File: src/rtl/psd_pkg.sv
package psd_pkg;
  // Strobes from the sequencing control to the counter datapath
  typedef struct packed {
    logic load;  // capture settings and restart both counters
    logic tick;  // prescaler period ends: advance main counter
    logic adv;   // advance prescaler counter
  } stepCtl_t;
endpackage

File: src/rtl/psd_datapath.sv
module psd_datapath
  import psd_pkg::*;
#(
  parameter int M_W      = 9,
  parameter int A_W      = 4,
  parameter int PRE_LO   = 10,
  parameter int FORCE_HI = 2
) (
  input  logic           clk,
  input  logic           rstN,
  input  stepCtl_t       step,
  input  logic [M_W-1:0] mSet,
  input  logic [A_W-1:0] aSet,
  input  logic           preBypass,
  input  logic           hardWired,
  output logic           psLast,
  output logic           mLast,
  output logic           curByp,
  output logic           modSel,
  output logic [M_W-1:0] curM,
  output logic [$clog2(PRE_LO+1)-1:0] psCnt
);
  localparam int PS_W = $clog2(PRE_LO + 1);
  localparam logic [PS_W-1:0] LAST_LO = PS_W'(PRE_LO - 1);
  localparam logic [PS_W-1:0] LAST_HI = PS_W'(PRE_LO);

  logic [M_W-1:0] mLoad;
  logic [M_W-1:0] mCnt;
  logic [A_W-1:0] curA;

  // Top bits of M are cleared in hardwired configuration
  for (genvar i = 0; i < M_W; i++) begin : g_mask
    if (i >= M_W - FORCE_HI) begin : g_hi
      assign mLoad[i] = mSet[i] & ~hardWired;
    end else begin : g_lo
      assign mLoad[i] = mSet[i];
    end
  end

  always_comb begin
    modSel = !curByp && (M_W'(curA) > mCnt);
    psLast = (psCnt == (modSel ? LAST_HI : LAST_LO));
    mLast  = (mCnt == curM);
  end

  always_ff @(posedge clk or negedge rstN) begin
    if (!rstN) begin
      curM   <= '0;
      curA   <= '0;
      curByp <= 1'b0;
      mCnt   <= '0;
      psCnt  <= '0;
    end else if (step.load) begin
      curM   <= mLoad;
      curA   <= aSet;
      curByp <= preBypass;
      mCnt   <= '0;
      psCnt  <= '0;
    end else if (step.tick) begin
      psCnt <= '0;
      mCnt  <= mCnt + 1'b1;
    end else if (step.adv) begin
      psCnt <= psCnt + 1'b1;
    end
  end
endmodule

File: src/rtl/psd_ctrl.sv
module psd_ctrl
  import psd_pkg::*;
(
  input  logic     clk,
  input  logic     rstN,
  input  logic     psLast,
  input  logic     mLast,
  input  logic     curByp,
  output stepCtl_t step,
  output logic     wrap,
  output logic     primed
);
  always_comb begin
    step.tick = primed && (curByp || psLast);
    wrap      = step.tick && mLast;
    step.load = !primed || wrap;
    step.adv  = primed && !step.tick;
  end

  always_ff @(posedge clk or negedge rstN) begin
    if (!rstN) primed <= 1'b0;
    else       primed <= 1'b1;
  end
endmodule

File: src/rtl/pulse_swallow_div.sv
module pulse_swallow_div
  import psd_pkg::*;
#(
  parameter int M_W      = 9,
  parameter int A_W      = 4,
  parameter int PRE_LO   = 10,
  parameter int FORCE_HI = 2
) (
  input  logic           clk,
  input  logic           rstN,
  input  logic [M_W-1:0] mSet,
  input  logic [A_W-1:0] aSet,
  input  logic           preBypass,
  input  logic           hardWired,
  output logic           divOut,
  output logic           presOut,
  output logic           modSel
);
  localparam int PS_W = $clog2(PRE_LO + 1);

  stepCtl_t       step;
  logic           psLast, mLast, wrap;
  logic           dpCurByp, ctlPrimed;
  logic [M_W-1:0] dpCurM;
  logic [PS_W-1:0] dpPsCnt;

  psd_ctrl u_ctrl (
    .clk(clk), .rstN(rstN), .psLast(psLast), .mLast(mLast),
    .curByp(dpCurByp), .step(step), .wrap(wrap), .primed(ctlPrimed)
  );

  psd_datapath #(.M_W(M_W), .A_W(A_W), .PRE_LO(PRE_LO), .FORCE_HI(FORCE_HI)) u_dp (
    .clk(clk), .rstN(rstN), .step(step), .mSet(mSet), .aSet(aSet),
    .preBypass(preBypass), .hardWired(hardWired), .psLast(psLast),
    .mLast(mLast), .curByp(dpCurByp), .modSel(modSel), .curM(dpCurM),
    .psCnt(dpPsCnt)
  );

  always_ff @(posedge clk or negedge rstN) begin
    if (!rstN) begin
      divOut  <= 1'b0;
      presOut <= 1'b0;
    end else begin
      divOut  <= wrap;
      presOut <= step.tick;
    end
  end
endmodule

File: config.mk
export PLATFORM = sky130hd
export DESIGN_NAME = pulse_swallow_div
export DESIGN_NICKNAME = d
export VERILOG_FILES = /design/src/rtl/psd_pkg.sv /design/src/rtl/psd_datapath.sv /design/src/rtl/psd_ctrl.sv /design/src/rtl/pulse_swallow_div.sv
export SDC_FILE = /design/constraint.sdc
export NUM_CORES = 1
export LEC_CHECK = 0
export ABC_AREA = 0
export BUFFER_PORTS_ARGS = -buffer_cell sky130_fd_sc_hd__buf_2
export CORE_MARGIN = 1.5
export CORE_UTILIZATION = 55
export CTS_CLUSTER_SIZE = 40
export DETAILED_ROUTE_END_ITERATION = 6
export PLACE_DENSITY_LB_ADDON = 0.08
export SLEW_MARGIN = 20
export SYNTH_ARGS = -nofsm -noshare
export SYNTH_HDL_FRONTEND = slang
export SYNTH_SLANG_ARGS = --single-unit
File: constraint.sdc
create_clock -name clk -period 3.08 [get_ports clk]
set_input_delay 0.616 -clock clk [delete_from_list [all_inputs] [get_ports clk]]
set_output_delay 0.616 -clock clk [all_outputs]
set_load 0.02 [all_outputs]
==> key figures, run 1 <==
Synthesis
  • Post-Synth XOR/XNOR Area: 0.0571
  • Register area share after synthesis: 0.445
  • Synth cell types: slightly above 40
  • Post-synth top flop: dfrtp_1
  • Mean area per synthesized cell: between 10 and 15 µm²
  • Top-area cell type share of the netlist area: 0.445
  • Number of synthesized register bits: 30
  • Yosys Warn Count: 0
  • Share of flip-flops with an asynchronous set or reset: 1.00
  • Largest area contributor in the netlist: dfrtp_1
  • Mapped Nets: ~180
  • Top cells by count, synth: dfrtp_1, a21oi_1, nand3_1, nor3_1, xor2_1
  • Synth top area cells: dfrtp_1, mux2_4, ha_1
  • Most frequent cell after synthesis: dfrtp_1
  • Mux contribution to synthesized area: 0.102
  • Adder-Cell Fraction of Synth Area: 0.0445
  • Synth Area in Compound Gates: 0.127
  • Mapped Area: 1690 µm²
  • Post-synth EDFFs: 0
  • Simple-gate area share of the yosys netlist: 0.186
  • Syn Inst Count: approximately 160
  • Largest family of logic cells by synthesized area: simple AND/OR/NAND/NOR gates

Timing
  • Worst Max-Slew Pin Slew: roughly 0.65 ns
  • Final setup vio count: 0
  • RSZ-0062 raised after global routing: false
  • Clock skew: around 0.0077 ns
  • F_max: ~390 MHz
  • Tmin final: around 2.6 ns
  • Hold WS: approximately 0.3 ns
  • Setup TNS: 0 ns
  • Max Slew Vio Count: 0
  • Hold Violations, Final: 0
  • Crit share post-route: 0.839
  • Worst relative slew slack: 0.567

Critical path
  • Crit-path leading delay family: compound AO/OA/AOI/OAI gates
  • Crit-path slowest cell: dfrtp_1
  • CP max FO: 5
  • Crit path top cell by count: inv_1
  • CP bufs+invs: 3
  • CP Cell Sequence: inv_1, ha_1, nor2b_1, o211ai_1, a21o_1, inv_1, buf_2
  • CP Launch Type: flop
  • Critical Path RT: roughly 2.5 ns
  • Largest stage delay on the critical path: 0.42 ns
  • Critical Path AT: roughly 2 ns
  • Crit Path Class: flop to primary output
  • Critical Path Sink Type: primary output

Finish
  • Core Util, Final: 0.651
  • Area grow syn2layout: 9.12%
  • Sequential Area: 751 µm²
  • Share of cells above drive strength 1: 0.250
  • Final Net Count: 200
  • Fillcell total: roughly 240
  • Multi-input logic area: just under 900 µm²
  • # diodes: 0
  • Post-Layout Cell Count: 207

Detailed routing
  • Antenna-violating nets left: 0
  • DR vias/cell: about 6
  • Met3 wire length: 186 µm
  • Via count: ~1300
  • DRT Pass-1 Iters: 4
  • Routed length per placed instance: about 16 µm
  • Top Metal Used: met4
  • Drc violations: 0
  • DRT iter0 DRCs: 63
  • Post-Route M1 WL: ~1.5 mm
  • WL met2: approximately 1.6 mm
  • Final WL: 3.32 mm

Floorplanning
  • Width of the die: slightly below 60 µm
  • Number of cell rows: 19
  • Die H: between 50 and 60 µm
  • # IOs: 20
  • Initial Util: 0.597
  • Die area: about 3400 µm²
  • Core box area: ~2800 µm²

Global routing
  • Vias in the first global route: between 1000 and 1500
  • Tot GR Track Use: 0.230
  • Global-route wire length before repair: slightly below 6 mm
  • Largest net degree at the start of global routing: 31
  • GR Overflow Total: 0
  • Initial antenna violation count: 0

Hold path
  • Tightest Hold Check Type: input pin to asynchronous set/reset pin

Clock tree
  • Root buffer cell: clkbuf_4
  • Clock slew at reported path FFs: ~0.090 ns
  • CTS H-tree depth: 2
  • Postcts setup bufs: 0
  • Post-cts sizing count: 0
  • Cts bufs inserted: 5
  • CTS Hold Bufs: 0
  • Clock sinks: 30
  • CTS tree: done
  • Skew-Pair Late Insertion Delay: ~0.34 ns
  • Clock Path Buffers: 2

Power
  • Leakage: just under 0.9 nW
  • Max VDD drop: 0.278 mV
  • Total power: 0.823 mW
  • PwrDens: roughly 450 nW/µm²

Placement
  • PortBufs: 19
  • Hpwl dp: 2.46 mm
  • Global placer's final weighted congestion: 0.919
  • # placed instances: ~200

Flow run
  • Max-cap violations: 0

Status
  • Outcome: completed
[sequential cells by signal, indices dropped and copies added (netlist names)]
signal / count
u_dp.psCnt: 4
presOut: 1
divOut: 1
u_dp.curA: 4
u_ctrl.primed: 1
u_dp.mCnt: 9
u_dp.curByp: 1
u_dp.curM: 9
[layout by cell type, fill, tap and decap left out, drive strengths merged, types with 2 or more instances in the layout]
cell type / synthesis / final
dfrtp: 30 / 30
buf: 3 / 20
mux2: 13 / 13
a21oi: 10 / 10
nand3: 9 / 9
nor3: 9 / 9
xor2: 8 / 8
nor2: 7 / 7
inv: 6 / 6
nand2: 6 / 6
ha: 6 / 6
clkbuf: 3 / 6
nor2b: 5 / 5
a21o: 3 / 3
or2: 3 / 3
xnor2: 3 / 3
nand4: 3 / 3
o31ai: 3 / 3
nor4: 2 / 2
nand2b: 2 / 2
and3: 2 / 2
or4: 2 / 2
and3b: 2 / 2
o21ai: 2 / 2
nor3b: 2 / 2
a221o: 2 / 2
a211oi: 2 / 2
[metal layers]
| metal | up-vias | track usage |
|---|---|---|
| met2 | 35 | 0.361 |
| li1 | 602 | - |
| met1 | 617 | 0.306 |
| met4 | 0 | 0.0797 |
| met5 | - | 0 |
| met3 | 5 | 0.0659 |
[final timing paths]
| path | slack (ns) | to | cells after the start | startpoint |
|---|---|---|---|---|
| max in group asynchronous | 2.36 | u_dp.curM[0] | 1 | rstN |
| min | 0.29 | u_dp.curM[5] | 1 | rstN |
| min in group clk | 0.49 | u_dp.curByp | 2 | preBypass |
| max reg2reg | 0.55 | u_dp.mCnt[7] | 9 | u_dp.mCnt[1] |
| max | 0.49 | modSel | 7 | u_dp.mCnt[1] |
| min reg2reg | 0.52 | u_dp.curA[0] | 1 | u_dp.curA[0] |
[area by class of cell]
type,count,area share
well taps,31,0.0211
repair buffers,20,0.0557
multi-input cells,114,0.476
inverters,6,0.0122
flip-flops and latches,30,0.408
clock buffers,6,0.0279
[where the power goes]
part | internal, mW | total (mW) | switching [mW]
combinational | 0.0665 | 0.145 | 0.0785
sequential | 0.420 | 0.446 | 0.0259
clock | 0.103 | 0.232 | 0.129
total | 0.589 | 0.823 | 0.234
[stage by stage]
step / area, µm² / setup slack, ns
floorplan: 1690 / 0.646
global placement: 1790 / 0.616
detailed placement: 1790 / 0.534
CTS: 1840 / 0.482
global route: 1840 / 0.354
finish: 1840 / 0.494
[cell families after synthesis]
| logic type | after synthesis |
|---|---|
| adders and majority gates | 6 |
| AOI/OAI and AO/OA | 27 |
| muxes | 13 |
| other | 1 |
| and+or+nand+nor | 56 |
| xor gates and xnor gates | 11 |
| buffers and inverters | 12 |
| DFF | 30 |
No activity file was read; power rests on OpenSTA's default activity.
==> run 2, diff against run 1 <==
--- a/config.mk
+++ b/config.mk
@@ -8,7 +8,7 @@
 export ABC_AREA = 0
 export BUFFER_PORTS_ARGS = -buffer_cell sky130_fd_sc_hd__buf_2
 export CORE_MARGIN = 1.5
-export CORE_UTILIZATION = 55
+export CORE_UTILIZATION = 52
 export CTS_CLUSTER_SIZE = 40
 export DETAILED_ROUTE_END_ITERATION = 6
 export PLACE_DENSITY_LB_ADDON = 0.08
==> constraint.sdc (replaced) <==
create_clock -name clk -period 2.25 [get_ports clk]
set_input_delay 0.45 -clock clk [delete_from_list [all_inputs] [get_ports clk]]
set_output_delay 0.45 -clock clk [all_outputs]
set_load 0.02 [all_outputs]
==> run 2 against run 1 <==
The run now ends with negative setup slack left. Largest cell class unchanged. Sequential power increased by 36%. Clock skew up 0.012 ns. Design area increased by 19%. Sequential share of layout area decreased by 6.5 points. Critical path depth increased by 3. Non-clock buffer count rose by 20. Wire length increased by 19%. Flip-flop and latch count did not move. Global-route usage is 1.6 points higher. Die area is 5.5% higher. Via count is 10% higher. Worst hold slack worse by 0.17 ns.
==> key figures, run 2 (synthesis gave the netlist of run 1 again) <==
Status
  • Outcome: finished, violations left
  • Failing checks: negative setup slack

Critical path
  • CP max FO: 6
  • Crit path launch: u_dp.mCnt[1]
  • RR Endpoint: u_dp.curM[6]
  • Register-to-Register Path Depth: 10
  • Reg2Reg Setup Slack: -0.13 ns
  • R2r startpoint: u_dp.mCnt[1]
  • CP Launch Type: flop
  • Critical Path RT: around 2.5 ns
  • CP endpoint: u_dp.curM[6]
  • Critical Path Sink Type: flop
  • Critical Path AT: ~2.6 ns
  • Crit Path Class: flop to flop

Clock tree
  • Clock Path Buffers: 2
  • Root buffer cell: clkbuf_4
  • CTS Hold Bufs: 0
  • Clock slew at reported path FFs: between 0.1 and 0.15 ns
  • Skew-Pair Late Insertion Delay: 0.35 ns
  • CTS H-tree depth: 2
  • Cts bufs inserted: 5
  • Clock sinks: 30
  • CTS tree: done

Timing
  • Worst relative slew slack: 0.552
  • F_max: about 420 MHz
  • Clock skew: 0.0193 ns
  • Max Slew Vio Count: 0
  • Hold WS: 0.120 ns
  • Tmin final: ~2.4 ns
  • Final setup vio count: 22
  • Setup TNS: -1.63 ns
  • Hold Violations, Final: 0
  • Crit share post-route: 1.06
  • Setup ws final: -0.129 ns
  • RSZ-0062 raised after global routing: true
  • Worst Max-Slew Pin Slew: about 0.67 ns

Global routing
  • GR Overflow Total: 0
  • Vias in the first global route: 1352
  • Largest net degree at the start of global routing: 31
  • Global-route wire length before repair: roughly 6.4 mm
  • Tot GR Track Use: 0.246
  • Initial antenna violation count: 0

Power
  • Leakage: 1.04 nW
  • PwrDens: ~600 nW/µm²
  • Total power: between 1 and 1.5 mW
  • Max VDD drop: slightly below 0.4 mV

Finish
  • Sequential Area: about 750 µm²
  • Final instance area: ~2200 µm²
  • Multi-input logic area: 982 µm²
  • Final Net Count: between 200 and 250
  • Post-Layout Cell Count: about 240
  • Area grow syn2layout: 29.9%
  • Fillcell total: roughly 230
  • Largest regs: u_dp.curM x9, u_dp.mCnt x9
  • Most frequent cells in the layout: dfrtp_1, buf_2, buf_4, mux2_4
  • Commonest non-fill, non-tap cell in the layout: dfrtp_1
  • Core Util, Final: 0.712
  • # diodes: 0
  • Share of cells above drive strength 1: 0.419

Placement
  • Area post-placement: about 1900 µm²
  • Hpwl dp: 2.65 mm
  • Global placer's final weighted congestion: between 0.9 and 1
  • Pre-CTS setup slack: -0.0616 ns
  • # placed instances: around 230
  • PortBufs: 19

Floorplanning
  • Number of cell rows: 20
  • Initial Util: 0.548
  • Die H: approximately 60 µm
  • Core box area: 3080 µm²
  • # IOs: 20
  • Width of the die: around 60 µm
  • Die area: ~3600 µm²

Detailed routing
  • Routed length per placed instance: approximately 16 µm
  • Final WL: approximately 4 mm
  • DRT iter0 DRCs: 80
  • DR vias/cell: between 5 and 6
  • DRT Pass-1 Iters: 4
  • Drc violations: 0
  • Via count: around 1400
  • Antenna-violating nets left: 0

Flow run
  • Max-cap violations: 0

Hold path
  • Tightest Hold Check Type: input pin to asynchronous set/reset pin
==> run 2: routing by layer <==
metal  wire length (µm)  part of all wire  GRT usage
met1               1760              0.45      0.318
met2               1930              0.49      0.396
met3                166             0.042     0.0584
met4                 85             0.022      0.102
met5                  0                 0          0
==> run 2: where the power goes <==
part           internal [mW]  switching, mW  total [mW]
Combinational          0.155          0.140       0.296
Sequential             0.574         0.0317       0.606
Clock                  0.233          0.211       0.444
==> run 2: repair_timing <==
action	CTS	global route
resized for setup	4	20
pin swaps	4	5
setup buffers	3	2
endpoints found under the setup margin	9	29
cloned	0	1
==> run 2: final cells by class <==
class | count | area share
multi-input combinational | 114 | 0.448
clock buffer | 5 | 0.0171
sequential | 30 | 0.342
inverter | 6 | 0.0114
tap | 44 | 0.0251
clock inverter | 3 | 0.0205
timing repair buffer | 40 | 0.135
==> run 2: worst max-delay path: stages (launching register included) <==
cell and delay, ns:
dfrtp_1 0.40, inv_2 0.07, ha_4 0.20, nor2b_4 0.12, o211ai_1 0.23, a21o_1 0.22
buf_6 0.12, a211oi_4 0.06, o31ai_4 0.31, clkbuf_16 0.23, mux2_4 0.29
==> run 2: worst min-delay path by stage <==
stage,end,slack (ns),start,cells past startpoint
2_1_floorplan,divOut,0.15,rstN,0
3_3_place_gp,u_dp.curA[0],0.47,u_dp.curA[0],1
3_5_place_dp,u_dp.curA[0],0.48,u_dp.curA[0],1
4_1_cts,u_dp.curM[3],0.14,rstN,1
5_1_grt,u_dp.curM[3],0.16,rstN,1
6_report,u_dp.curM[3],0.12,rstN,1
